<file path="src/rtl/trig_pkg.sv">
package trig_pkg;
  typedef enum logic [1:0] {
    ST_IDLE  = 2'd0,
    ST_SEQ   = 2'd1,
    ST_DELAY = 2'd2,
    ST_DONE  = 2'd3
  } seq_state_t;
endpackage

</file>
<file path="src/rtl/trig_slice_ram.sv">
module trig_slice_ram #(
  parameter int AW = 4,
  parameter int DW = 4
) (
  input  logic          clk,
  input  logic          we,
  input  logic [AW-1:0] waddr,
  input  logic [DW-1:0] wdata,
  input  logic [AW-1:0] raddr,
  output logic [DW-1:0] rdata
);
  localparam int DEPTH = 1 << AW;

  logic [DW-1:0] mem [DEPTH];

  always_ff @(posedge clk) begin
    if (we) mem[waddr] <= wdata;
  end

  always_ff @(posedge clk) begin
    rdata <= mem[raddr];
  end
endmodule

</file>
<file path="src/rtl/trig_level_and.sv">
module trig_level_and #(
  parameter int SLICES = 3,
  parameter int LEVELS = 4
) (
  input  logic [SLICES*LEVELS-1:0] slice_bits,
  output logic [LEVELS-1:0]        level_hit
);
  for (genvar j = 0; j < LEVELS; j++) begin : g_lvl
    logic [SLICES-1:0] col;
    for (genvar s = 0; s < SLICES; s++) begin : g_col
      assign col[s] = slice_bits[s*LEVELS + j];
    end
    assign level_hit[j] = &col;
  end
endmodule

</file>
<file path="src/rtl/trig_sequencer.sv">
module trig_sequencer
  import trig_pkg::*;
#(
  parameter int LEVELS = 4,
  parameter int CNT_W  = 16,
  localparam int LVL_IW = (LEVELS > 1) ? $clog2(LEVELS) : 1
) (
  input  logic              clk,
  input  logic              rst,
  input  logic              arm,
  input  logic              smp_valid,
  input  logic              smp_evt,
  input  logic [LEVELS-1:0] level_hit,
  input  logic [LVL_IW-1:0] cfg_last,
  input  logic [CNT_W-1:0]  cfg_delay,
  input  logic              cfg_evt_mode,
  output logic              armed_q,
  output logic [LVL_IW-1:0] lvl_q,
  output logic              trig_q
);
  seq_state_t       st_q;
  logic [CNT_W-1:0] cnt_q;
  logic             start;
  logic             qual;

  assign start = arm && !armed_q;
  assign qual  = smp_valid && (!cfg_evt_mode || smp_evt);

  always_ff @(posedge clk) begin
    if (rst) begin
      armed_q <= 1'b0;
      st_q    <= ST_IDLE;
      lvl_q   <= '0;
      cnt_q   <= '0;
      trig_q  <= 1'b0;
    end else begin
      armed_q <= arm;
      if (start) begin
        st_q   <= ST_SEQ;
        lvl_q  <= '0;
        cnt_q  <= '0;
        trig_q <= 1'b0;
      end else if (smp_valid) begin
        unique case (st_q)
          ST_SEQ: begin
            if (level_hit[lvl_q]) begin
              if (lvl_q == cfg_last) begin
                if (cfg_delay == '0) begin
                  trig_q <= 1'b1;
                  st_q   <= ST_DONE;
                end else begin
                  cnt_q <= cfg_delay;
                  st_q  <= ST_DELAY;
                end
              end else begin
                lvl_q <= lvl_q + 1'b1;
              end
            end
          end
          ST_DELAY: begin
            if (qual) begin
              if (cnt_q == CNT_W'(1)) begin
                trig_q <= 1'b1;
                st_q   <= ST_DONE;
              end else begin
                cnt_q <= cnt_q - 1'b1;
              end
            end
          end
          default: ;
        endcase
      end
    end
  end
endmodule

</file>
<file path="src/rtl/trig_seq_top.sv">
module trig_seq_top #(
  parameter int SLICES = 3,
  parameter int ADDR_W = 4,
  parameter int LEVELS = 4,
  parameter int CNT_W  = 16,
  localparam int DATA_W   = SLICES * ADDR_W,
  localparam int SLICE_IW = (SLICES > 1) ? $clog2(SLICES) : 1,
  localparam int LVL_IW   = (LEVELS > 1) ? $clog2(LEVELS) : 1
) (
  input  logic                clk,
  input  logic                rst,
  input  logic [DATA_W-1:0]   data_in,
  input  logic                evt_in,
  input  logic                arm,
  input  logic                wr_en,
  input  logic [SLICE_IW-1:0] wr_slice,
  input  logic [ADDR_W-1:0]   wr_addr,
  input  logic [LEVELS-1:0]   wr_data,
  input  logic [LVL_IW-1:0]   cfg_last,
  input  logic [CNT_W-1:0]    cfg_delay,
  input  logic                cfg_evt_mode,
  output logic                trig_out
);
  logic [SLICES*LEVELS-1:0] slice_bits;
  logic [LEVELS-1:0]        level_hit;
  logic                     armed_q;
  logic                     smp_valid;
  logic                     smp_evt;
  logic [LVL_IW-1:0]        lvl_q;

  for (genvar s = 0; s < SLICES; s++) begin : g_slice
    logic we;
    assign we = wr_en && !arm && (wr_slice == SLICE_IW'(s));
    trig_slice_ram #(.AW(ADDR_W), .DW(LEVELS)) u_ram (
      .clk   (clk),
      .we    (we),
      .waddr (wr_addr),
      .wdata (wr_data),
      .raddr (data_in[s*ADDR_W +: ADDR_W]),
      .rdata (slice_bits[s*LEVELS +: LEVELS])
    );
  end

  always_ff @(posedge clk) begin
    if (rst) begin
      smp_valid <= 1'b0;
      smp_evt   <= 1'b0;
    end else begin
      smp_valid <= armed_q && arm;
      smp_evt   <= evt_in;
    end
  end

  trig_level_and #(.SLICES(SLICES), .LEVELS(LEVELS)) u_and (
    .slice_bits (slice_bits),
    .level_hit  (level_hit)
  );

  trig_sequencer #(.LEVELS(LEVELS), .CNT_W(CNT_W)) u_seq (
    .clk          (clk),
    .rst          (rst),
    .arm          (arm),
    .smp_valid    (smp_valid),
    .smp_evt      (smp_evt),
    .level_hit    (level_hit),
    .cfg_last     (cfg_last),
    .cfg_delay    (cfg_delay),
    .cfg_evt_mode (cfg_evt_mode),
    .armed_q      (armed_q),
    .lvl_q        (lvl_q),
    .trig_q       (trig_out)
  );
endmodule

</file>
<file path="config.mk">
export PLATFORM = sky130hd
export DESIGN_NAME = trig_seq_top
export DESIGN_NICKNAME = d
export VERILOG_FILES = /design/src/rtl/trig_pkg.sv /design/src/rtl/trig_slice_ram.sv /design/src/rtl/trig_level_and.sv /design/src/rtl/trig_sequencer.sv /design/src/rtl/trig_seq_top.sv
export SDC_FILE = /design/constraint.sdc
export NUM_CORES = 1
export LEC_CHECK = 0
export ABC_AREA = 0
export BUFFER_PORTS_ARGS = -buffer_cell sky130_fd_sc_hd__buf_2
export CELL_PAD_IN_SITES_DETAIL_PLACEMENT = 1
export CELL_PAD_IN_SITES_GLOBAL_PLACEMENT = 1
export CORE_MARGIN = 10
export CORE_UTILIZATION = 25
export DETAILED_ROUTE_END_ITERATION = 10
export MAX_ROUTING_LAYER = met4
export PLACE_DENSITY = 0.55
export SETUP_SLACK_MARGIN = 0.5
export SLEW_MARGIN = 40
export SYNTH_ARGS = -nofsm -noshare
export SYNTH_HDL_FRONTEND = slang
export SYNTH_SLANG_ARGS = --single-unit
</file>
<file path="constraint.sdc">
create_clock -name clk -period 6.2 [get_ports clk]
set_input_delay 1.24 -clock clk [delete_from_list [all_inputs] [get_ports clk]]
set_output_delay 1.24 -clock clk [all_outputs]
set_load 0.03 [all_outputs]
</file>
; Word level (Yosys, flattened, before mapping)
; Memories as Yosys holds them, arrays and structs flattened. A register that Yosys moved wholly into a read port is not among the register bits.
; Index checks and enable logic that the tools add are counted.
; W data, S select, Z words.
[classes]
bitwise_logic = 1
n_reduce_logical = 26
n_eq_ne = 17
magnitude_cmp = 1
n_mux = 28
addsub = 2
[ops]
columns = operator, count
row1 = $mux W16, 5
row2 = $pmux W16 S2, 1
row3 = $eq A16 B1 Y1 const B, 1
row4 = $logic_not A16 Y1, 1
row5 = $sub A16 B1 Y16 const B, 1
row6 = $mux W1, 15
row7 = $reduce_and A7 Y1, 2
row8 = $ne A3 B1 Y1 const B, 4
row9 = $reduce_and A3 Y1, 4
row10 = $reduce_and A6 Y1, 2
row11 = $ne A2 B1 Y1 const B, 5
row12 = $mux W2, 4
row13 = $logic_and A1 B1 Y1, 7
row14 = $eq A2 B1 Y1 const B, 2
row15 = $eq A2 B2 Y1 const B, 2
row16 = $ne A2 B2 Y1 const B, 2
row17 = $pmux W2 S2, 1
row18 = $reduce_and A4 Y1, 1
row19 = $reduce_bool A2 Y1, 2
row20 = $logic_not A1 Y1, 3
row21 = $lt A2 B3 Y1 const B, 1
row22 = $reduce_bool A3 Y1, 1
row23 = $add A2 B1 Y2 const B, 1
row24 = $bmux W1 S2, 1
row25 = other kinds (6), 6
[word_totals]
elab_cells = 86
output_inout_bits = 1
n_memories = 3
input_bits = 46
ram_bits = 192
ff_bits = 24
[memory_table]
columns = name, depth, width, read_ports, rd_ports_with_merged_regs, write_ports, line_no
row1 = g_slice[0].u_ram.mem, 16, 4, 1, 1, 1, trig_slice_ram.sv:14  ; logic [DW-1:0] mem [DEPTH];
row2 = g_slice[1].u_ram.mem, 16, 4, 1, 1, 1, trig_slice_ram.sv:14
row3 = g_slice[2].u_ram.mem, 16, 4, 1, 1, 1, trig_slice_ram.sv:14

; Longest topological paths before layout
[logic_depth]
word_depth = 7
ltp_mapped = 9
ltp_nobuf = 7

; By module
; Synthesis repeated with hierarchy kept, for this count alone.
[unflattened]
hier_cells = 591
hier_area_um2 = 9676.8
[modules_own_cells]
columns = module, instances, cells_each, seq_area_each_um2, area_each_um2
row1 = trig_slice_ram, 3, 130, 2001.9, 2666.3
row2 = trig_sequencer, 1, 190, 440.4, 1556.5
row3 = trig_seq_top, 1, 7, 40.0, 96.3
row4 = trig_level_and, 1, 4, 0.0, 25.0

; Worst setup path after synthesis
; Ideal clock, no wire load.
[synth_path]
path_kind = input to register
from = input port data_in[0]
to = register g_slice[0].u_ram.rdata[0], read port of g_slice[0].u_ram.mem
n_path_buf = 2
setup_time_ns = 0.134
stages = 4
slack_ns = 3.142
required_ns = 6.066
arrival_time_ns = 2.924
cell_sequence = clkbuf_1 > buf_2 > mux4_2 > mux4_2
[synth_rtl]
columns = item, line_no
row1 = start: declaration, trig_seq_top.sv:12  ; input logic [DATA_W-1:0] data_in,
row2 = end: declaration, trig_slice_ram.sv:10  ; output logic [DW-1:0] rdata

; Worst setup path in the final report
[layout_path]
from = input port cfg_last[0]
to = register u_seq.cnt_q[13]
[layout_via]
elab_chain_len = 3
[layout_lines]
columns = item, line_no
row1 = start: declaration, trig_seq_top.sv:19  ; input logic [LVL_IW-1:0] cfg_last,
row2 = $eq A2 B2 Y1, trig_sequencer.sv:47  ; if (lvl_q == cfg_last) begin
row3 = $ne A2 B1 Y1 (no line), n/a
row4 = $reduce_and A7 Y1 (no line), n/a
row5 = end signal: assignment, trig_sequencer.sv:52  ; cnt_q <= cfg_delay;
row6 = end signal: assignment, trig_sequencer.sv:66  ; cnt_q <= cnt_q - 1'b1;
row7 = end: declaration, trig_sequencer.sv:22  ; logic [CNT_W-1:0] cnt_q;
; Every way passes these cells.
; A chain may end at the register's enable or synchronous reset.

==> metrics.md <==
| Metric | Value |
|---|---|
| Status | finished, final reports clean |
| Largest family of logic cells by synthesized area | multiplexers |
| Initial antenna violation count | 0 |
| Dominant synthesized flop cell | edfxtp_1 |
| Layout area overhead | 15.5% |
| DRC violations left | 0 |
| Hpwl dp | 15.6 mm |
| Post-CTS resize count | 0 |
| Setup total negative slack | 0 ps |
| CP Data Required Time | 6560 ps |
| Synth Area in Simple Gates | 8.70% |
| Worst Path Class, Setup | input pin to flip-flop |
| Initial Utilization | 25.5% |
| Post-synthesis sequential area ratio | 69.0% |
| Fraction of the mapped netlist area in adder cells | 0.532% |
| Synth top area cells | edfxtp_1, mux4_2, dfxtp_1 |
| DRT Pass-1 Iters | 4 |
| Data arrival time of the critical path | 3240 ps |
| Relative slew margins | 48.3% |
| Max frequency | 347 MHz |
| Least-Margin Pin Slew | 774 ps |
| Peak VDD IR | 214 µV |
| Distinct cells, synth | 55 |
| Fin crit share | 46.4% |
| CP max stage delay | 670 ps |
| Hold Path Class | flip-flop to flip-flop |
| XOR/XNOR Fraction of Synth Area | 0.559% |
| Fraction of layout cells with a size suffix above 1 | 24.5% |
| Num Clock Sinks | 228 |
| Ys async rst share | 0% |
| Setup Viol. Count Final | 0 |
| Mapped Nets | 607 |
| CP Buf/Inv Count | 1 |
| I/O pin count | 47 |
| GRT Residual Overflow | 0 |
| Minimum clock period | 2880 ps |
| RD Place Congestion | 0.780 |
| Die Y | 214 µm |
| Vias/cell | 4.61 |
| CP max-delay cell | and4_1 |
| Cell Pwr Density | 296 nW/µm² |
| Crit-path leading delay family | simple AND/OR/NAND/NOR gates |
| Antenna Cells | 0 |
| Post-synthesis mux area share | 14.7% |
| Nets | 648 |
| Slew Limit Fails | 0 |
| Clk buf depth | 3 |
| Startpoint types | input pin |
| Syn Area/Cell | 16.9 µm² |
| Tot GR Track Use | 10.1% |
| Full die area | 45800 µm² |
| DR vias | 5160 |
| Maxcap violations | 0 |
| Area share of the largest cell type after synthesis | 61.3% |
| CP Max Fanout | 17 |
| Global-route wire length before repair | 35.4 mm |
| Port-buffer cells | 46 |
| H-tree levels | 1 |
| Worst setup EP type | flip-flop |
| CTS Root Cell | clkbuf_16 |
| Final Skew | 17.3 ps |
| Vias in the first global route | 5707 |
| Number of flops mapped to enable cells by yosys | 192 |
| Total Wirelength | 23.1 mm |
| Die Wd | 214 µm |
| CTS Buf Count | 24 |
| Ys Warns | 0 |
| Syn Inst Count | 557 |
| Std-Cell Rows | 70 |
| Synth area leader | edfxtp_1 |
| Largest net degree at the start of global routing | 49 |
| Post-route ant nets | 0 |
| Compound-gate portion of the synthesized area | 4.46% |
| P_leak | 3.36 nW |
| Hold Vio Cnt, Final | 0 |
| Iteration-0 DRC Markers | 335 |
| Mapped Area | 9410 µm² |
| Core region area | 36900 µm² |
| CTS tree | done |
| Commonest non-fill, non-tap cell in the layout | edfxtp_1 |
| Yosys reg bits | 228 |
| CTS hold repair buffers | 0 |
| Clock transition at path regs | 60 ps |
| Layout Utilization | 29.5% |
| Unrepaired setup endpoints after global routing | false |
| Crit path cell chain | buf_2 -> xor2_1 -> o21ai_0 -> and4_1 -> and2_1 -> a311oi_1 |
| Most frequent cells in the layout | edfxtp_1, nor2_1, mux4_2 |
| Clk_lat worst skew | 530 ps |
| Wirelength per Cell | 20.6 µm |
| Postcts setup bufs | 0 |
where the power goes:
part	switching [W]	total [W]	leakage, nW	internal (W)
clock	0.000580	0.00137	0.368	0.000790
combinational	0.0000963	0.000161	0.974	0.0000652
sequential	0.00000837	0.00168	2.02	0.00167
flip-flops by register name, summed over array words and instances, names as in the netlist:
| register | flops |
|---|---|
| u_seq.st_q | 2 |
| g_slice.u_ram.rdata | 12 |
| u_seq.armed_q | 1 |
| smp_evt | 1 |
| u_seq.trig_q | 1 |
| g_slice.u_ram.mem | 192 |
| u_seq.lvl_q | 2 |
| u_seq.cnt_q | 16 |
| smp_valid | 1 |
final cells by class:
type,count,area [µm²]
Clock inverter,12,92.6
Sequential cell,228,6490
Fill cell,3825,26000
Multi-Input combinational cell,292,2730
Inverter,6,22.5
Timing Repair Buffer,46,240
Tap cell,504,631
Clock buffer,32,661
metrics by stage:
step                      setup slack (ps)  cell area, µm²  hold WS, ps  total power (W)  std cells
after floorplan                       3140            9410          430          0.00180        557
after detailed placement              2820           10100          453          0.00188       1076
final                                 3320           10900          458          0.00321       1120
after global placement                2920           10100          452          0.00188       1076
after CTS                             3360           10900          468          0.00325       1120
after global routing                  3120           10900          489          0.00334       1120
kinds of logic (layout without fill, tap and decap cells):
logic type	count (synthesis)	in the layout
compound gates	57	57
xor+xnor	6	6
flops	228	228
buf+inv	37	96
mux	63	63
simple gates	162	162
fa+ha+maj	4	4
final timing paths:
path         cells after the start              end            from  slack (ps)
max                              6  u_seq.cnt_q[13]     cfg_last[0]        3320
min                              1     u_seq.trig_q    u_seq.trig_q         460
max reg2reg                      5  u_seq.cnt_q[13]  u_seq.lvl_q[0]        3680
min reg2reg                      1     u_seq.trig_q    u_seq.trig_q         460
cells in the mapped netlist (3+ instances only):
master	instances
a32o_1	11
edfxtp_1	192
or3_1	4
nand4_1	9
o21a_1	3
nand2_1	24
nand3_1	17
a21oi_1	16
xor2_1	4
a211oi_1	4
o21ai_0	3
dfxtp_1	36
nor4_1	7
nor2b_1	10
nor2_1	64
nand4b_1	4
buf_6	4
o211ai_1	6
nor3_1	5
clkbuf_1	18
inv_1	6
mux4_2	60
buf_2	4
ha_1	4
layer usage:
layer / vias up / part of all wire, % / track usage, %
met5: - / 0 / -
met4: 0 / 1.6 / 2.12
met3: 28 / 4.1 / 1.89
met2: 126 / 49 / 16.4
met1: 2687 / 45 / 12.8
li1: 2319 / - / -
Note: power is estimated with default switching activity, not from simulation.
